[src/rtl/sdram_mon_pkg.sv]
package sdram_mon_pkg;

  typedef enum logic [2:0] {
    BK_IDLE = 3'd0,
    BK_OPEN = 3'd1,
    BK_RD   = 3'd2,
    BK_WR   = 3'd3,
    BK_PRE  = 3'd4
  } bank_st_t;

  typedef enum logic [2:0] {
    OP_LMR = 3'b000,
    OP_REF = 3'b001,
    OP_PRE = 3'b010,
    OP_ACT = 3'b011,
    OP_WR  = 3'b100,
    OP_RD  = 3'b101,
    OP_BST = 3'b110,
    OP_NOP = 3'b111
  } opcode_t;

  typedef enum logic [2:0] {
    BA_NONE  = 3'd0,
    BA_OPEN  = 3'd1,
    BA_RD    = 3'd2,
    BA_WR    = 3'd3,
    BA_STOP  = 3'd4,
    BA_CLOSE = 3'd5
  } bank_act_t;

  localparam int ERR_W = 4;
  localparam logic [ERR_W-1:0] ERR_NONE     = 4'd0;
  localparam logic [ERR_W-1:0] ERR_BUSY     = 4'd1;
  localparam logic [ERR_W-1:0] ERR_NOT_OPEN = 4'd2;
  localparam logic [ERR_W-1:0] ERR_NOT_IDLE = 4'd3;
  localparam logic [ERR_W-1:0] ERR_NO_BURST = 4'd4;
  localparam logic [ERR_W-1:0] ERR_RCD      = 4'd5;
  localparam logic [ERR_W-1:0] ERR_RP       = 4'd6;
  localparam logic [ERR_W-1:0] ERR_ROW_OPEN = 4'd7;
  localparam logic [ERR_W-1:0] ERR_AP_LOCK  = 4'd8;

  function automatic bit in_burst(bank_st_t s);
    return (s == BK_RD) || (s == BK_WR);
  endfunction

  function automatic bit row_open(bank_st_t s);
    return (s == BK_OPEN) || (s == BK_RD) || (s == BK_WR);
  endfunction

  function automatic int ctr_bits(int n);
    return (n < 1) ? 1 : $clog2(n + 1);
  endfunction

  function automatic int max3(int a, int b, int c);
    int m;
    m = (a > b) ? a : b;
    return (m > c) ? m : c;
  endfunction

endpackage

[src/rtl/sdram_mon_decode.sv]
module sdram_mon_decode
  import sdram_mon_pkg::*;
(
  input  logic    cs_n,
  input  logic    ras_n,
  input  logic    cas_n,
  input  logic    we_n,
  output opcode_t op,
  output logic    live
);

  // chip select high reads as NOP so inhibit never reaches the rules
  assign op   = cs_n ? OP_NOP : opcode_t'({ras_n, cas_n, we_n});
  assign live = (op != OP_NOP);

endmodule

[src/rtl/sdram_mon_bank.sv]
module sdram_mon_bank
  import sdram_mon_pkg::*;
#(
  parameter int T_RCD     = 3,
  parameter int T_RP      = 3,
  parameter int BURST_LEN = 4
) (
  input  logic      clk,
  input  logic      rst_n,
  input  logic      freeze,
  input  bank_act_t act,
  input  logic      ap_set,
  output bank_st_t  st,
  output logic      ap,
  output logic      tmr_zero
);

  localparam int TW = ctr_bits(max3(T_RCD, T_RP, BURST_LEN));

  bank_st_t        st_q, st_d;
  logic [TW-1:0]   tmr_q, tmr_d;
  logic            ap_q, ap_d;

  always_comb begin
    st_d  = st_q;
    tmr_d = tmr_q;
    ap_d  = ap_q;
    // natural evolution of the countdowns
    if (in_burst(st_q) && tmr_q == '0) begin
      if (ap_q) begin
        st_d  = BK_PRE;
        tmr_d = TW'(T_RP - 1);
      end else begin
        st_d = BK_OPEN;
      end
    end else if (st_q == BK_PRE && tmr_q == '0) begin
      st_d = BK_IDLE;
      ap_d = 1'b0;
    end else if (tmr_q != '0) begin
      tmr_d = tmr_q - 1'b1;
    end
    // accepted commands override
    case (act)
      BA_OPEN: begin
        st_d  = BK_OPEN;
        tmr_d = TW'(T_RCD);
        ap_d  = 1'b0;
      end
      BA_RD, BA_WR: begin
        st_d  = (act == BA_RD) ? BK_RD : BK_WR;
        tmr_d = TW'(BURST_LEN - 1);
        ap_d  = ap_set;
      end
      BA_STOP: begin
        if (ap_q) begin
          st_d  = BK_PRE;
          tmr_d = TW'(T_RP - 1);
        end else begin
          st_d  = BK_OPEN;
          tmr_d = '0;
        end
      end
      BA_CLOSE: begin
        if (row_open(st_q)) begin
          st_d  = BK_PRE;
          tmr_d = TW'(T_RP - 1);
          ap_d  = 1'b0;
        end
      end
      default: ;
    endcase
  end

  always_ff @(posedge clk or negedge rst_n) begin
    if (!rst_n) begin
      st_q  <= BK_IDLE;
      tmr_q <= '0;
      ap_q  <= 1'b0;
    end else if (!freeze) begin
      st_q  <= st_d;
      tmr_q <= tmr_d;
      ap_q  <= ap_d;
    end
  end

  assign st       = st_q;
  assign ap       = ap_q;
  assign tmr_zero = (tmr_q == '0);

  // a suspended cycle holds the bank model
  assert_suspend_hold_R9: assert property (@(posedge clk) disable iff (!rst_n)
    freeze |=> ($stable(st_q) && $stable(tmr_q)));

  // cutting an auto-precharge burst enters its precharge
  assert_ap_cut_precharges_R8: assert property (@(posedge clk) disable iff (!rst_n)
    (!freeze && ap_q && in_burst(st_q) && act == BA_STOP) |=> (st_q == BK_PRE && ap_q));

  // a column access is only ever applied to an open row
  assert_access_needs_row_R3: assert property (@(posedge clk) disable iff (!rst_n)
    (!freeze && (act == BA_RD || act == BA_WR)) |-> row_open(st_q));

endmodule

[src/rtl/sdram_cmd_monitor.sv]
module sdram_cmd_monitor
  import sdram_mon_pkg::*;
#(
  parameter int NUM_BANKS = 2,
  parameter int T_RCD     = 3,
  parameter int T_RP      = 3,
  parameter int T_RFC     = 7,
  parameter int BURST_LEN = 4,
  localparam int BAW      = (NUM_BANKS > 1) ? $clog2(NUM_BANKS) : 1
) (
  input  logic             clk,
  input  logic             rst_n,
  input  logic             cs_n,
  input  logic             ras_n,
  input  logic             cas_n,
  input  logic             we_n,
  input  logic             cke,
  input  logic [BAW-1:0]   ba,
  input  logic             a10,
  output logic [ERR_W-1:0] err_code,
  output logic             err_sticky
);

  localparam int RW = ctr_bits(T_RFC);

  opcode_t              op;
  logic                 live;
  bank_st_t             bk_st [NUM_BANKS];
  logic                 bk_ap [NUM_BANKS];
  logic                 bk_tz [NUM_BANKS];
  logic [NUM_BANKS-1:0] tgt;
  logic                 all_idle, burst_any, ap_pre_hit, ap_burst_hit;
  logic                 freeze, accept;
  logic [ERR_W-1:0]     code;
  logic                 ref_busy;
  logic [RW-1:0]        ref_tmr;
  bank_st_t             sel_st;
  logic                 sel_tz;

  sdram_mon_decode u_dec (
    .cs_n (cs_n),
    .ras_n(ras_n),
    .cas_n(cas_n),
    .we_n (we_n),
    .op   (op),
    .live (live)
  );

  // banks touched by the current command
  always_comb begin
    for (int b = 0; b < NUM_BANKS; b++) begin
      if (op == OP_REF || op == OP_LMR || (op == OP_PRE && a10))
        tgt[b] = 1'b1;
      else
        tgt[b] = (ba == BAW'(b));
    end
  end

  always_comb begin
    all_idle     = 1'b1;
    burst_any    = 1'b0;
    ap_pre_hit   = 1'b0;
    ap_burst_hit = 1'b0;
    for (int b = 0; b < NUM_BANKS; b++) begin
      if (bk_st[b] != BK_IDLE) all_idle = 1'b0;
      if (in_burst(bk_st[b])) burst_any = 1'b1;
      if (tgt[b] && bk_ap[b] && bk_st[b] == BK_PRE) ap_pre_hit = 1'b1;
      if (tgt[b] && bk_ap[b] && in_burst(bk_st[b])) ap_burst_hit = 1'b1;
    end
  end

  assign sel_st = bk_st[ba];
  assign sel_tz = bk_tz[ba];
  assign freeze = !cke && burst_any;

  // rule table, first match wins
  always_comb begin
    code = ERR_NONE;
    if (freeze || !live) begin
      code = ERR_NONE;
    end else if (ref_busy) begin
      code = ERR_BUSY;
    end else if (op == OP_REF || op == OP_LMR) begin
      code = all_idle ? ERR_NONE : ERR_NOT_IDLE;
    end else if (ap_pre_hit) begin
      code = ERR_BUSY;
    end else if (ap_burst_hit) begin
      code = ERR_AP_LOCK;
    end else begin
      case (op)
        OP_ACT: begin
          if (sel_st == BK_PRE)       code = ERR_RP;
          else if (sel_st != BK_IDLE) code = ERR_ROW_OPEN;
        end
        OP_RD, OP_WR: begin
          if (!row_open(sel_st))                 code = ERR_NOT_OPEN;
          else if (sel_st == BK_OPEN && !sel_tz) code = ERR_RCD;
        end
        OP_BST: begin
          if (!in_burst(sel_st)) code = ERR_NO_BURST;
        end
        default: ;
      endcase
    end
  end

  assign accept = live && !freeze && (code == ERR_NONE);

  for (genvar g = 0; g < NUM_BANKS; g++) begin : g_bank
    bank_act_t act_g;
    logic      own_g;
    assign own_g = (ba == BAW'(g));

    always_comb begin
      act_g = BA_NONE;
      if (accept) begin
        case (op)
          OP_ACT: if (own_g) act_g = BA_OPEN;
          OP_RD:  act_g = own_g ? BA_RD : (in_burst(bk_st[g]) ? BA_STOP : BA_NONE);
          OP_WR:  act_g = own_g ? BA_WR : (in_burst(bk_st[g]) ? BA_STOP : BA_NONE);
          OP_BST: if (own_g) act_g = BA_STOP;
          OP_PRE: if (tgt[g]) act_g = BA_CLOSE;
          default: ;
        endcase
      end
    end

    sdram_mon_bank #(
      .T_RCD    (T_RCD),
      .T_RP     (T_RP),
      .BURST_LEN(BURST_LEN)
    ) u_bank (
      .clk     (clk),
      .rst_n   (rst_n),
      .freeze  (freeze),
      .act     (act_g),
      .ap_set  (a10),
      .st      (bk_st[g]),
      .ap      (bk_ap[g]),
      .tmr_zero(bk_tz[g])
    );
  end

  // device-wide refresh window
  always_ff @(posedge clk or negedge rst_n) begin
    if (!rst_n) begin
      ref_busy <= 1'b0;
      ref_tmr  <= '0;
    end else if (!freeze) begin
      if (accept && op == OP_REF) begin
        ref_busy <= 1'b1;
        ref_tmr  <= RW'(T_RFC - 1);
      end else if (ref_busy) begin
        if (ref_tmr == '0) ref_busy <= 1'b0;
        else               ref_tmr  <= ref_tmr - 1'b1;
      end
    end
  end

  always_ff @(posedge clk or negedge rst_n) begin
    if (!rst_n) begin
      err_code   <= ERR_NONE;
      err_sticky <= 1'b0;
    end else begin
      err_code   <= code;
      err_sticky <= err_sticky | (code != ERR_NONE);
    end
  end

  // a deselected cycle reports nothing
  assert_inhibit_quiet_R1: assert property (@(posedge clk) disable iff (!rst_n)
    cs_n |=> (err_code == ERR_NONE));

  // the sticky flag never falls outside reset
  assert_sticky_holds_R10: assert property (@(posedge clk) disable iff (!rst_n)
    err_sticky |=> err_sticky);

  // any reported code is reflected in the sticky flag
  assert_code_sets_sticky_R10: assert property (@(posedge clk) disable iff (!rst_n)
    (err_code != ERR_NONE) |-> err_sticky);

  // banks stay idle for the whole refresh window
  assert_refresh_banks_idle_R4: assert property (@(posedge clk) disable iff (!rst_n)
    ref_busy |-> all_idle);

endmodule

[config.mk]
export PLATFORM = sky130hd
export DESIGN_NAME = sdram_cmd_monitor
export DESIGN_NICKNAME = d
export VERILOG_FILES = /design/src/rtl/sdram_mon_pkg.sv /design/src/rtl/sdram_mon_decode.sv /design/src/rtl/sdram_mon_bank.sv /design/src/rtl/sdram_cmd_monitor.sv
export SDC_FILE = /design/constraint.sdc
export NUM_CORES = 1
export LEC_CHECK = 0
export BUFFER_PORTS_ARGS = -buffer_cell sky130_fd_sc_hd__buf_2
export CORE_AREA = 2 2 60 62
export DETAILED_ROUTE_END_ITERATION = 8
export DIE_AREA = 0 0 62 64
export PLACE_DENSITY = 0.85
export SYNTH_ARGS = -nofsm -noshare
export SYNTH_HDL_FRONTEND = slang
export SYNTH_SLANG_ARGS = --single-unit
[constraint.sdc]
create_clock -name clk -period 2.85 [get_ports clk]
set_input_delay 0.285 -clock clk [delete_from_list [all_inputs] [get_ports clk]]
set_output_delay 0.285 -clock clk [all_outputs]
set_load 0.1 [all_outputs]
== After elaboration in Yosys (flattened, before gate mapping) ==
Index checks and enable logic that the tools add are counted.

* Register bits: 23
* Bits of input ports: 9
* Output and inout port bits: 5
* Word-level logic and storage cells: 183

* $add $sub $neg: 3
* $lt $le $gt $ge: 1
* Eq/ne operators: 30
* Multiplexer cells: 85
* Bitwise logic cells: 4
* Reduce and logical (&&, ||, !) cells: 50

{| class="wikitable"
|+ Operator list
! kind !! number
|-
| 3-bit 2-to-1 mux || 42
|-
| 3-bit by 2-bit equality test with 1-bit output, second input constant || 12
|-
| 3-bit equality test, second input constant || 10
|-
| 3-bit case mux with 5 select lines || 2
|-
| 3-bit case mux with 3 select lines || 3
|-
| 1-bit 2-to-1 mux || 26
|-
| 3-bit case mux with 4 select lines || 2
|-
| 4-bit 2-to-1 mux || 5
|-
| 3-bit by 1-bit equality test with 1-bit output, second input constant || 6
|-
| 1-bit logical AND || 16
|-
| 3-bit nonzero test || 5
|-
| 3-bit logical NOT || 4
|-
| 1-bit logical OR || 12
|-
| 3-bit by 1-bit subtractor with 3-bit output, second input constant || 3
|-
| 2-bit 2-to-1 mux || 3
|-
| 1-bit case mux with 3 select lines || 2
|-
| 2-bit OR reduction || 3
|-
| 3-bit OR reduction || 2
|-
| 1-bit logical NOT || 4
|-
| 4-bit logical NOT || 1
|-
| 4-bit nonzero test || 1
|-
| 3-bit inequality test, second input constant || 1
|-
| 3-bit AND reduction || 1
|-
| 2-bit greater-or-equal comparator, second input constant || 1
|-
| other kinds (5) || 6
|}

== Longest topological paths before layout ==
Gate-level depths: netlist (run 1).

* Depth in word-level cells: 20
* Depth in mapped cells: 11
* Gate-level depth less buffers: 10

== Hierarchy ==
Synthesis (run 1) repeated with hierarchy kept, for this count alone.

* Cell total of the unflattened synthesis: 249
* Area total of the unflattened synthesis: 2,053.2 µm²

{| class="wikitable"
|+ By module, submodules not included
! module !! instances !! cells an instance !! area each (µm²) !! seq. area each (µm²)
|-
| sdram_cmd_monitor || 1 || 111 || 889.6 || 225.2
|-
| sdram_mon_bank at g_bank[1].u_bank || 1 || 68 || 580.6 || 175.2
|-
| sdram_mon_bank at g_bank[0].u_bank || 1 || 66 || 558.0 || 175.2
|-
| sdram_mon_decode || 1 || 4 || 25.0 || 0.0
|}

== Worst setup path after synthesis (run 1) ==
No wires, ideal clock.

* Path kind: reg2reg
* From: register g_bank[0].u_bank.tmr_q[0]
* To: register g_bank[1].u_bank.st_q[2]
* Library setup time: 126 ps
* Arrival: 2,014 ps
* Required time: 2,724 ps
* Setup slack: 710 ps
* Stages on the path, launching flop included: 12
* Path buffers: 1
* Clock period less this slack: 2,140 ps
* Cells stage by stage: dfrtp_1 > inv_1 > ha_1 > nand2b_1 > a2bb2oi_1 > o32ai_2 > nor2_2 > a31oi_4 > nor2_2 > buf_6 > and3_1 > a221o_1

* Word-level cells in the longest chain between the ends: 20
* Elaborated cells between the ends (all ways): 24
* Those cells by class: 5 x eq/ne; 13 x mux; 6 x reduce/logical

{| class="wikitable"
|+ RTL lines
! item !! RTL line !! RTL
|-
| start: declaration || sdram_mon_bank.sv:21 || <nowiki>logic [TW-1:0] tmr_q, tmr_d;</nowiki>
|-
| start signal: assignment || sdram_mon_bank.sv:81 || <nowiki>tmr_q <= tmr_d;</nowiki>
|-
| 3-bit logical NOT * || sdram_mon_bank.sv:88 || <nowiki>assign tmr_zero = (tmr_q == '0);</nowiki>
|-
| 1-bit 2-to-1 mux (not written as such) * (3 in a row) || sdram_cmd_monitor.sv:73 || <nowiki>assign sel_tz = bk_tz[ba];</nowiki>
|-
| 1-bit logical NOT * || sdram_cmd_monitor.sv:97 || <nowiki>else if (sel_st == BK_OPEN && !sel_tz) code = ERR_RCD;</nowiki>
|-
| 1-bit logical AND * || sdram_cmd_monitor.sv:97 ||
|-
| 3-bit 2-to-1 mux * || sdram_cmd_monitor.sv:97 ||
|-
| 3-bit 2-to-1 mux * || sdram_cmd_monitor.sv:96 || <nowiki>if (!row_open(sel_st)) code = ERR_NOT_OPEN;</nowiki>
|-
| 3-bit case mux with 3 select lines * || sdram_cmd_monitor.sv:90 || <nowiki>case (op)</nowiki>
|-
| 4-bit 2-to-1 mux * || sdram_cmd_monitor.sv:87 || <nowiki>end else if (ap_burst_hit) begin</nowiki>
|-
| [2 not listed] || -- ||
|-
| 4-bit 2-to-1 mux * || sdram_cmd_monitor.sv:81 || <nowiki>end else if (ref_busy) begin</nowiki>
|-
| 4-bit 2-to-1 mux * || sdram_cmd_monitor.sv:79 || <nowiki>if (freeze || !live) begin</nowiki>
|-
| 4-bit logical NOT * || sdram_cmd_monitor.sv:107 || <nowiki>assign accept = live && !freeze && (code == ERR_NONE);</nowiki>
|-
| 1-bit logical AND * || sdram_cmd_monitor.sv:107 ||
|-
| 3-bit 2-to-1 mux * || sdram_cmd_monitor.sv:116 || <nowiki>if (accept) begin</nowiki>
|-
| 3-bit by 2-bit equality test with 1-bit output || sdram_mon_bank.sv:43 || <nowiki>case (act)</nowiki>
|-
| 2-bit OR reduction || sdram_mon_bank.sv:43 ||
|-
| 3-bit case mux with 4 select lines * || sdram_mon_bank.sv:43 ||
|-
| end signal: assignment || sdram_mon_bank.sv:80 || <nowiki>st_q <= st_d;</nowiki>
|-
| end: declaration || sdram_mon_bank.sv:20 || <nowiki>bank_st_t st_q, st_d;</nowiki>
|}

Every way passes the cells marked *; elsewhere a longest branch is shown, timed or not. The select of a mux whose other input is x is not followed.
A chain may end at the register's enable or synchronous reset.

== Worst setup path in the final report (run 1) ==
* From: register g_bank[0].u_bank.st_q[0]
* To: register g_bank[1].u_bank.st_q[2]

* Word-level cells in the longest chain between the ends: 19
* Elaborated cells between the ends (all ways): 53
* Those cells by class: 12 x eq/ne; 25 x mux; 16 x reduce/logical

{| class="wikitable"
|+ RTL lines
! item !! RTL line !! RTL
|-
| start: declaration || sdram_mon_bank.sv:20 ||
|-
| start signal: assignment || sdram_mon_bank.sv:80 ||
|-
| 3-bit 2-to-1 mux (not written as such) (3 in a row) || sdram_cmd_monitor.sv:72 || <nowiki>assign sel_st = bk_st[ba];</nowiki>
|-
| 3-bit by 1-bit equality test with 1-bit output / 3-bit by 2-bit equality test with 1-bit output (equally long branches) || sdram_mon_pkg.sv:47 || <nowiki>return (s == BK_OPEN) || (s == BK_RD) || (s == BK_WR);</nowiki>
|-
| 1-bit logical OR (2 in a row) || sdram_mon_pkg.sv:47 ||
|-
| 3-bit 2-to-1 mux || sdram_cmd_monitor.sv:96 ||
|-
| 3-bit case mux with 3 select lines || sdram_cmd_monitor.sv:90 ||
|-
| 4-bit 2-to-1 mux || sdram_cmd_monitor.sv:87 ||
|-
| 4-bit 2-to-1 mux || sdram_cmd_monitor.sv:85 || <nowiki>end else if (ap_pre_hit) begin</nowiki>
|-
| 4-bit 2-to-1 mux || sdram_cmd_monitor.sv:83 || <nowiki>end else if (op == OP_REF || op == OP_LMR) begin</nowiki>
|-
| 4-bit 2-to-1 mux || sdram_cmd_monitor.sv:81 ||
|-
| 4-bit 2-to-1 mux * || sdram_cmd_monitor.sv:79 ||
|-
| via code[1] || sdram_cmd_monitor.sv:34 || <nowiki>logic [ERR_W-1:0] code;</nowiki>
|-
| 4-bit logical NOT * || sdram_cmd_monitor.sv:107 ||
|-
| 1-bit logical AND * || sdram_cmd_monitor.sv:107 ||
|-
| 3-bit 2-to-1 mux * || sdram_cmd_monitor.sv:116 ||
|-
| 3-bit by 2-bit equality test with 1-bit output || sdram_mon_bank.sv:43 ||
|-
| 2-bit OR reduction || sdram_mon_bank.sv:43 ||
|-
| 3-bit case mux with 4 select lines * || sdram_mon_bank.sv:43 ||
|}

Mark *: on every way through the listed nets, which the timed path passes. The rest lies on a longest branch. The select of a mux whose other input is x is not followed.

==> results by group, run 1 <==
Routing
  – Post-route ant nets: 0
  – DRC viols: 0
  – Avg WL per Cell: ~16 µm
  – Max Used Layer: met4
  – WL met3: ~260 µm
  – First drt pass iteration count: 5
  – Vias per cell: between 6 and 7
  – Met2 WL post-DR: 2.309 mm
  – WL met1: 2.255 mm
  – Initial DRC Count: 250
  – DRT Wirelength: roughly 4.9 mm
  – Via count: 1,921

Power and ir drop
  – Final Power: around 1.8 mW
  – Total power divided by cell area: 847.8 nW/µm²
  – Maximum VDD drop: about 0.5 mV
  – Lkg Pwr: 0.8993 nW

Flow run
  – Max-cap violation count: 0

Floorplanning
  – Row cnt: 21
  – Io pins: 14
  – Die height: 64 µm
  – Die W: 62 µm
  – Starting Density: 59.28%
  – Core box area: 3284 µm²
  – Full die area: 3968 µm²

Clock network
  – Max clock buf depth: 2
  – Clk sink count: 23
  – Clock-pin slew on the worst setup and hold paths: 0.13 ns
  – Clk Latency, worst-skew pair: 0.31 ns
  – CTS tree: built
  – Total CTS buffers: 3
  – Root Buffer: clkbuf_4
  – H-Tree Level Count: 1
  – Cts repair resizes: 0

Layout
  – P&R area growth vs syn: 6.491%
  – Layout cells sized above 1: 13.23%
  – Final Cell Area: 2073 µm²
  – Nets: between 200 and 300
  – Diode count: 0
  – Layout Cells excl Fill: just over 300

Synthesis
  – Synth Area in Simple Gates: between 20% and 30%
  – Post-Synthesis Cells: 244
  – Largest family of logic cells by synthesized area: compound AO/OA/AOI/OAI gates
  – Mean Syn Cell Area: approximately 8.0 µm²
  – Ys flop type: dfrtp_1
  – Compound-cell area share of the yosys netlist: 31.04%
  – Area share of fa/ha/maj cells after synthesis: 3.856%
  – Yosys warns: 0
  – Cell Area, Synth: 1947 µm²
  – Post-synth EDFFs: 0
  – Seq cells post-synth: 23
  – Post-synthesis sequential area ratio: 29.56%
  – Async S/R FF share, synth: between 90% and 100%
  – Synthesized Nets: 259
  – Synth unique cells: a little under 60
  – Mux cell area share after synthesis: about 2.6%
  – Synth Area in XOR/XNOR: 0.4499%

Global route
  – Antenna violations before repair: 0
  – GRT Resource Usage Total: 27.20%
  – Largest net degree at the start of global routing: 24
  – Vias in the first global route: around 1,800
  – Grt ovf: 0
  – Global-route wire length before repair: about 8 mm

Critical path
  – Critical Path Fanout Max: 11
  – Worst EP required: 3.06 ns
  – Critical path class: register to register
  – Critical register-to-register path startpoint: g_bank[0].u_bank.st[0]$_DFFE_PN0N_
  – Critical path arrival: 2.83 ns
  – Startpoint types: register
  – CP Capture Type: register
  – Worst setup startpoint: g_bank[0].u_bank.st[0]$_DFFE_PN0N_

STA
  – Pins over their slew limit: 0
  – Worst-margin pin slew: 0.5215 ns
  – FMAX: 0.3825 GHz
  – Crit share post-route: roughly 90%
  – RSZ-0062 raised after global routing: no
  – Final setup fails: 0
  – Tmin final: 2.614 ns
  – Worst slew margin: 65.24%
  – Setup Total Neg Slack: 0 ns
  – Final Hold Vio Count: 0
  – Worst Skew: 0.006603 ns

Hold path
  – Hold Path Origin: a10
  – Path type of the worst min-delay path: primary input to register

Placement
  – Port Buf Inserts: 13
  – Placed Cells: 298
  – Hpwl dp: 3.786 mm
  – GP Congestion: 0.9838
  – Area after DPL: between 2000 and 2500 µm²

Run status
  – Status: completed
metal layers:
| layer | up-vias | track usage [%] |
|---|---|---|
| met5 | - | 0 |
| met4 | 0 | 8.245 |
| met3 | 12 | 5.668 |
| met2 | 70 | 41.28 |
| met1 | 909 | 38.28 |
| li1 | 930 | - |
area by class of cell:
cell class	count	area, µm²
Timing Repair Buffer	17	97.59
Tap cell	46	57.56
Fill cell	299	1211
Clock buffer	4	26.28
Multi-Input combinational cell	200	1267
Sequential cell	23	575.6
Inverter	13	48.80
cell usage in the layout (no fill, tap or decap), types with 4 or more instances in the layout:
cell type,instances
nand2b_1,7
ha_1,6
or3_1,4
buf_2,13
dfrtp_1,23
o21ai_0,17
mux2i_1,4
a211o_1,4
o22ai_1,4
o221ai_1,4
nand2_1,19
a31oi_1,7
nor2b_1,7
a21oi_1,17
nor2_1,31
nor3_1,7
inv_1,13
nand3_1,5
o21ai_1,4
worst paths after layout:
kind,endpoint,slack (ns),cells past startpoint
max reg2reg,g_bank[1].u_bank.st[2]$_DFFE_PN0N_,0.24,8
min reg2reg,err_sticky$_DFF_PN0_,0.50,1
max in group asynchronous,err_code[1]$_DFF_PN0_,2.04,2
min,g_bank[0].u_bank.ap$_DFFE_PN0N_,0.33,3
min in group asynchronous,g_bank[1].u_bank.st[2]$_DFFE_PN0N_,0.45,2
max,g_bank[1].u_bank.st[2]$_DFFE_PN0N_,0.24,8
power by group:
group / internal, mW / total (mW) / switching [mW]
clock: 0.0547 / 0.153 / 0.0978
combinational: 0.401 / 0.984 / 0.583
sequential: 0.453 / 0.621 / 0.168
total: 0.908 / 1.76 / 0.849
registers in the layout, indices dropped and copies added (netlist names):
name and cells:
g_bank.u_bank.tmr_q 6, err_code 4, ref_busy 1, g_bank.u_bank.ap 2, g_bank.u_bank.st 6, ref_tmr 3
err_sticky 1
synth_stat cells (3+ instances only):
library cell  number  share of area (%)
nor3_1             7                1.8
inv_1             13                2.5
or3_1              4                1.3
ha_1               6                3.9
nand2_1           19                3.7
a21o_1             3                1.2
o221ai_1           4                1.8
and3_1             3               0.96
nand2b_1           7                2.2
nor2_1            31                6.0
a211o_1            4                1.8
o22ai_1            4                1.3
a21oi_1           17                4.4
nor3b_1            3                1.2
dfrtp_1           23                 30
o21ai_1            4                1.0
nor2_2             3               0.96
mux2i_1            4                2.1
nor2b_1            7                2.2
a31oi_1            7                2.2
nand3_1            5                1.3
o21ai_0           17                4.4
a22o_1             3                1.3
worst max-delay path, cell delays in order, from the launching register on:
cell      delay, ns
dfrtp_1        0.49
nor2_1         0.44
a21oi_1        0.15
o22ai_1        0.22
o31ai_1        0.11
and4bb_4       0.24
nor2_2         0.38
a21oi_1        0.16
a221o_1        0.32
per-stage QoR:
step	util, %	setup WS [ns]	hold slack, ns
4_1_cts	63.12	0.3343	0.3179
5_1_grt	63.12	0.06345	0.3207
3_5_place_dp	62.02	0.3456	0.2899
2_1_floorplan	-	0.7097	-0.01059
3_3_place_gp	62.02	0.3972	0.2853
6_report	63.12	0.2356	0.3281
logic make-up (layout without fill, tap and decap cells):
| group | count (synthesis) | count (layout) |
|---|---|---|
| compound gates | 86 | 86 |
| xor+xnor | 1 | 1 |
| buf+inv | 21 | 34 |
| simple gates | 102 | 102 |
| fa+ha+maj | 6 | 6 |
| mux | 5 | 5 |
| flops | 23 | 23 |
timing repair:
item	4_1_cts	5_1_grt
setup buffers	0	0
hold buffers	1	0
endpoints found under the hold margin	23	0
No activity file was read; power rests on OpenSTA's default activity.
==> run 2: changes to the inputs <==
==> constraint.sdc (replaced) <==
create_clock -name clk -period 2.7 [get_ports clk]
set_input_delay 0.27 -clock clk [delete_from_list [all_inputs] [get_ports clk]]
set_output_delay 0.27 -clock clk [all_outputs]
set_load 0.1 [all_outputs]
==> results by group, run 2 (synthesis results as in run 1) <==
STA
  – Worst slew margin: 64.60% (was 65.24%)
  – FMAX: 0.4056 GHz (was 0.3825 GHz)
  – Tmin final: 2.466 ns (was 2.614 ns)
  – Setup Total Neg Slack: 0 ns (unchanged)
  – Worst Skew: 0.007816 ns (was 0.006603 ns)
  – Worst-margin pin slew: 0.5270 ns (was 0.5215 ns)
  – Crit share post-route: 91.32% (was 91.73%)
  – Pins over their slew limit: 0 (unchanged)
  – Final Hold Vio Count: 0 (unchanged)
  – Final setup fails: 0 (unchanged)
  – RSZ-0062 raised after global routing: no (unchanged)

Routing
  – Vias per cell: 6.425 (was 6.340)
  – First drt pass iteration count: 8 (was 5)
  – DRC viols: 0 (unchanged)
  – Avg WL per Cell: 16.87 µm (was 16.27 µm)
  – Initial DRC Count: 178 (was 250)
  – Post-route ant nets: 0 (unchanged)
  – DRT Wirelength: 5.163 mm (was 4.929 mm)
  – Via count: 1,966 (was 1,921)

Clock network
  – Post-CTS Setup Bufs: 0 (unchanged)
  – Clk sink count: 23 (unchanged)
  – Root Buffer: clkbuf_4 (unchanged)
  – CTS tree: built (unchanged)
  – Clk Latency, worst-skew pair: 0.34 ns (was 0.31 ns)
  – Total CTS buffers: 3 (unchanged)
  – Clock-pin slew on the worst setup and hold paths: 0.14 ns (was 0.13 ns)
  – Max clock buf depth: 2 (unchanged)
  – H-Tree Level Count: 1 (unchanged)

Critical path
  – CP cell instances: inv_1 -> ha_1 -> nand2b_1 -> a2bb2oi_1 -> o32ai_2 -> nor2_2 -> a31oi_4 -> nor2_4 -> and3_1 -> a211o_1 (was nor2_1 -> a21oi_1 -> o22ai_1 -> o31ai_1 -> and4bb_4 -> nor2_2 -> a21oi_1 -> a221o_1)
  – Reg2reg path depth: 10 (was 8)
  – Critical path class: register to register (unchanged)
  – Critical register-to-register path startpoint: g_bank[0].u_bank.tmr_q[0]$_DFFE_PN0N_ (was g_bank[0].u_bank.st[0]$_DFFE_PN0N_)
  – Slowest-stage cell, CP: dfrtp_1 (unchanged)
  – Startpoint types: register (unchanged)
  – Worst EP required: 2.94 ns (was 3.06 ns)
  – CP Capture Type: register (unchanged)
  – Critical path arrival: 2.70 ns (was 2.83 ns)
  – Worst reg2reg path endpoint: ref_tmr[2]$_DFFE_PN0P_ (was g_bank[1].u_bank.st[2]$_DFFE_PN0N_)
  – Critical Path Fanout Max: 11 (unchanged)
  – Slowest Stage Delay on Critical Path: 0.42 ns (was 0.49 ns)
  – Reg2Reg Setup Slack: 0.23 ns (was 0.24 ns)
  – Worst setup startpoint: g_bank[0].u_bank.tmr_q[0]$_DFFE_PN0N_ (was g_bank[0].u_bank.st[0]$_DFFE_PN0N_)

Layout
  – Final Cell Area: 2106 µm² (was 2073 µm²)
  – Layout cells sized above 1: 15.38% (was 13.23%)
  – P&R area growth vs syn: 8.162% (was 6.491%)
  – Diode count: 0 (unchanged)
  – Nets: 276 (was 273)
  – Commonest non-fill, non-tap cell in the layout: nor2_1 (unchanged)
  – Commonest non-fill, non-tap cells in the layout: nor2_1, dfrtp_1, nand2_1 (unchanged)

Power and ir drop
  – Switching portion of total power: 48.50% (was 48.31%)
  – Total power divided by cell area: 908.1 nW/µm² (was 847.8 nW/µm²)
  – Lkg Pwr: 0.9182 nW (was 0.8993 nW)
  – Comb pwr share: 57.0% (was 56.0%)
  – Int Power: 984.9 µW (was 908.4 µW)
  – Maximum VDD drop: 0.5435 mV (was 0.4988 mV)
  – Clock share of power: 9.2% (was 8.7%)
  – Sequential Power Share: 33.7% (was 35.3%)
  – Sw power: 927.4 µW (was 849.2 µW)

Hold path
  – Hold depth: 3 (unchanged)
  – Hold Path Origin: a10 (unchanged)
  – WHS Endpoint: g_bank[0].u_bank.ap$_DFFE_PN0N_ (unchanged)
  – Path type of the worst min-delay path: primary input to register (unchanged)

Global route
  – Global-route wire length before repair: 8.638 mm (was 8.114 mm)
  – Grt ovf: 0 (unchanged)
  – Vias in the first global route: 1,793 (was 1,774)
  – GRT Resource Usage Total: 28.92% (was 27.20%)
  – Largest net degree at the start of global routing: 24 (unchanged)
  – Antenna violations before repair: 0 (unchanged)

Placement
  – Area after DPL: 2059 µm² (was 2037 µm²)
  – Hpwl dp: 3.816 mm (was 3.786 mm)
  – Port Buf Inserts: 13 (unchanged)
  – GP Congestion: 1.001 (was 0.9838)

Floorplanning
  – Core box area: 3284 µm² (unchanged)
  – Die height: 64 µm (unchanged)
  – Row cnt: 21 (unchanged)
  – Die W: 62 µm (unchanged)
  – Full die area: 3968 µm² (unchanged)
  – Starting Density: 59.28% (unchanged)
  – Io pins: 14 (unchanged)

Flow run
  – Max-cap violation count: 0 (unchanged)

Run status
  – Status: completed (unchanged)
-- run 2: cell types whose count changed in the layout (fill, tap and decap cells not counted), sizes merged --
| cell | change |
|---|---|
| buf | +3 |
| clkbuf | -1 |
| clkinv | +1 |
-- run 2: repair_timing --
action,CTS,global route
hold buffers,1,0
setup endpoints to repair,0,9
resized for setup,0,3
hold endpoints to repair,23,0
-- run 2: layout make-up --
class / instances / area [µm²]
clock buffer: 3 / 22.52
clock inverter: 1 / 5.005
fill: 309 / 1179
inverter: 13 / 48.80
multi-input combinational: 200 / 1275
sequential: 23 / 576.8
tap: 46 / 57.56
timing repair buffer: 20 / 120.1
-- run 2: metal layers --
| layer | wire [µm] | GRT usage, % |
|---|---|---|
| met1 | 2222 | 41.18 |
| met2 | 2460 | 44.53 |
| met3 | 347 | 2.834 |
| met4 | 133 | 10.64 |
| met5 | 0 | 0 |
-- run 2: worst max-delay path by stage --
stage                                             to  slack [ns]
3_5_place_dp   g_bank[0].u_bank.tmr_q[0]$_DFFE_PN0N_        0.21
6_report                      ref_tmr[2]$_DFFE_PN0P_        0.23
2_1_floorplan     g_bank[1].u_bank.st[2]$_DFFE_PN0N_        0.56
4_1_cts        g_bank[0].u_bank.tmr_q[0]$_DFFE_PN0N_        0.18
3_3_place_gp      g_bank[1].u_bank.st[2]$_DFFE_PN0N_        0.25
5_1_grt                       ref_tmr[2]$_DFFE_PN0P_        0.09
-- run 2: critical path, delay by kind of cell, from the launching register on --
family | cells | cell delay, ns
AO/OA/AOI/OAI | 4 | 0.98
AND/OR/NAND/NOR | 4 | 0.66
flip-flops | 1 | 0.42
adder cells (fa/ha/maj) | 1 | 0.22
buffers and inverters | 1 | 0.08
-- run 2: through the flow --
stage / utilization, % / power [mW] / hold slack, ns / std cells / worst slack (ns)
finish: 64.11 / 1.912 / 0.2741 / 306 / 0.2345
global route: 64.11 / 2.090 / 0.2446 / 306 / 0.08565
CTS: 63.85 / 1.888 / 0.2532 / 306 / 0.1773
floorplan: - / 1.453 / -0.02559 / 244 / 0.5597
detailed placement: 62.70 / 1.707 / 0.2784 / 301 / 0.2063
global placement: 62.70 / 1.676 / 0.2732 / 301 / 0.2466
-- run 2: power groups by stage --
| stage | clock, mW | combinational (mW) | sequential (mW) |
|---|---|---|---|
| after floorplan | 0 | 0.815 | 0.638 |
| after global placement | 0 | 1.04 | 0.641 |
| after detailed placement | 0 | 1.06 | 0.644 |
| after CTS | 0.180 | 1.07 | 0.637 |
| after global routing | 0.200 | 1.23 | 0.660 |
| final | 0.177 | 1.09 | 0.645 |
==> run 3: changes to the inputs <==
--- a/config.mk
+++ b/config.mk
@@ -9,6 +9,7 @@
 export CORE_AREA = 2 2 60 62
 export DETAILED_ROUTE_END_ITERATION = 8
 export DIE_AREA = 0 0 62 64
+export GPL_TIMING_DRIVEN = 0
 export PLACE_DENSITY = 0.85
 export SYNTH_ARGS = -nofsm -noshare
 export SYNTH_HDL_FRONTEND = slang
==> results by group, run 3 (synthesis results as in run 1) <==
Run status
  – Status: completed (unchanged)

Critical path
  – Worst reg2reg path endpoint: g_bank[0].u_bank.tmr_q[0]$_DFFE_PN0N_ (was ref_tmr[2]$_DFFE_PN0P_)
  – Critical path arrival: 2.75 ns (was 2.70 ns)
  – Slowest-stage cell, CP: dfrtp_1 (unchanged)
  – Critical register-to-register path startpoint: g_bank[0].u_bank.tmr_q[0]$_DFFE_PN0N_ (unchanged)
  – Worst EP required: 2.92 ns (was 2.94 ns)
  – CP Capture Type: register (unchanged)
  – Critical path class: register to register (unchanged)
  – CP cell instances: inv_1 -> ha_1 -> nand2b_1 -> a2bb2oi_1 -> o32ai_2 -> nor2_2 -> a31oi_4 -> or2_1 -> buf_4 -> nor3b_1 -> a211o_1 (was inv_1 -> ha_1 -> nand2b_1 -> a2bb2oi_1 -> o32ai_2 -> nor2_2 -> a31oi_4 -> nor2_4 -> and3_1 -> a211o_1)
  – Reg2reg path depth: 11 (was 10)
  – Reg2Reg Setup Slack: 0.17 ns (was 0.23 ns)
  – Slowest Stage Delay on Critical Path: 0.42 ns (about the same)
  – Crit path to: g_bank[0].u_bank.tmr_q[0]$_DFFE_PN0N_ (was ref_tmr[2]$_DFFE_PN0P_)
  – Worst setup startpoint: g_bank[0].u_bank.tmr_q[0]$_DFFE_PN0N_ (unchanged)
  – Startpoint types: register (unchanged)
  – Critical Path Fanout Max: 9 (was 11)

Routing
  – Via count: 1,943 (was 1,966)
  – Initial DRC Count: 107 (was 178)
  – DRC viols: 0 (unchanged)
  – First drt pass iteration count: 5 (was 8)
  – Post-route ant nets: 0 (unchanged)
  – Vias per cell: 6.329 (was 6.425)
  – Avg WL per Cell: 16.11 µm (was 16.87 µm)
  – DRT Wirelength: 4.947 mm (was 5.163 mm)

STA
  – Pins over their slew limit: 0 (unchanged)
  – Final Hold Vio Count: 0 (unchanged)
  – Tmin final: 2.532 ns (was 2.466 ns)
  – Setup Total Neg Slack: 0 ns (unchanged)
  – Crit share post-route: 93.79% (was 91.32%)
  – WHS: 0.2434 ns (was 0.2741 ns)
  – Worst-margin pin slew: 0.6947 ns (was 0.5270 ns)
  – RSZ-0062 raised after global routing: no (unchanged)
  – FMAX: 0.3949 GHz (was 0.4056 GHz)
  – Worst Skew: 0.01028 ns (was 0.007816 ns)
  – Worst slew margin: 53.52% (was 64.60%)
  – Final setup fails: 0 (unchanged)

Layout
  – Commonest non-fill, non-tap cell in the layout: nor2_1 (unchanged)
  – Nets: 277 (was 276)
  – Diode count: 0 (unchanged)
  – Commonest non-fill, non-tap cells in the layout: nor2_1, dfrtp_1, nand2_1 (unchanged)
  – P&R area growth vs syn: 7.969% (was 8.162%)
  – Layout cells sized above 1: 14.18% (was 15.38%)
  – Final core utilization: 64.00% (was 64.11%)

Clock network
  – CTS tree: built (unchanged)
  – Clock-pin slew on the worst setup and hold paths: 0.14 ns (about the same)
  – Clk sink count: 23 (unchanged)
  – Clk Latency, worst-skew pair: 0.33 ns (was 0.34 ns)
  – H-Tree Level Count: 1 (unchanged)
  – Root Buffer: clkbuf_4 (unchanged)
  – Max clock buf depth: 2 (unchanged)
  – Total CTS buffers: 3 (unchanged)

Power and ir drop
  – Final Power: 1.882 mW (was 1.912 mW)
  – Total power divided by cell area: 895.5 nW/µm² (was 908.1 nW/µm²)
  – Maximum VDD drop: 0.6089 mV (was 0.5435 mV)
  – Lkg Pwr: 0.9162 nW (was 0.9182 nW)

Placement
  – Hpwl dp: 3.725 mm (was 3.816 mm)
  – Port Buf Inserts: 12 (was 13)
  – GP Congestion: 0.9746 (was 1.001)

Global route
  – Vias in the first global route: 1,823 (was 1,793)
  – GRT Resource Usage Total: 28.60% (was 28.92%)
  – Grt ovf: 0 (unchanged)
  – Largest net degree at the start of global routing: 24 (unchanged)
  – Antenna violations before repair: 0 (unchanged)
  – Global-route wire length before repair: 8.500 mm (was 8.638 mm)

Floorplanning
  – Full die area: 3968 µm² (unchanged)
  – Io pins: 14 (unchanged)
  – Row cnt: 21 (unchanged)
  – Starting Density: 59.28% (unchanged)
  – Die W: 62 µm (unchanged)
  – Core box area: 3284 µm² (unchanged)
  – Die height: 64 µm (unchanged)

Hold path
  – Path type of the worst min-delay path: primary input to register (unchanged)

Flow run
  – Max-cap violation count: 0 (unchanged)
run 3: cell count changes in the layout (fill, tap and decap cells not counted), sizes merged:
| cell | delta |
|---|---|
| buf | -1 |
| clkbuf | +2 |
run 3: layout make-up:
type | instances | area, µm²
buffer | 8 | 55.05
timing repair buffer | 13 | 70.07
inverter | 13 | 48.80
tap | 46 | 57.56
sequential | 23 | 575.6
clock inverter | 1 | 5.005
clock buffer | 3 | 22.52
multi-input combinational | 200 | 1267
fill | 296 | 1182
run 3: metal layers:
layer / GRT usage [%] / wire (µm)
met2: 41.80 / 2269
met1: 40.49 / 2212
met3: 4.251 / 344
met5: 0 / 0
met4: 13.83 / 121
run 3: stage by stage:
step           area, µm²  cells  worst slack [ns]
2_1_floorplan       1947    244            0.5597
3_3_place_gp        2064    302            0.2672
3_5_place_dp        2064    302            0.2183
4_1_cts             2102    307            0.1948
5_1_grt             2102    307           0.03903
6_report            2102    307            0.1676
run 3: how the worst min path moves through the flow:
stage / start / to / slack, ns / depth (start not counted)
final: a10 / g_bank[1].u_bank.ap$_DFFE_PN0N_ / 0.24 / 3
after global routing: a10 / g_bank[0].u_bank.ap$_DFFE_PN0N_ / 0.26 / 3
after CTS: a10 / g_bank[1].u_bank.ap$_DFFE_PN0N_ / 0.24 / 3
after detailed placement: rst_n / g_bank[1].u_bank.tmr_q[1]$_DFFE_PN0N_ / 0.28 / 1
after global placement: rst_n / g_bank[1].u_bank.tmr_q[1]$_DFFE_PN0N_ / 0.27 / 1
after floorplan: rst_n / err_code[0]$_DFF_PN0_ / -0.03 / 0
run 3: critical path: cells and delay by family (launching register included):
| family | cells | cell delay, ns |
|---|---|---|
| compound gates | 4 | 1.02 |
| simple gates | 4 | 0.52 |
| fa+ha+maj | 1 | 0.23 |
| flops | 1 | 0.42 |
| buf+inv | 2 | 0.23 |
run 3: timing repair:
item                      CTS  global route
hold buffers                1             0
resized for setup           0             0
setup buffers               0             0
hold endpoints to repair   23             0
run 3: power by group:
part	internal, mW	total, mW	leakage, nW	switching, mW
combinational	0.439	1.08	0.612	0.643
sequential	0.478	0.633	0.286	0.155
clock	0.0556	0.167	0.0177	0.112
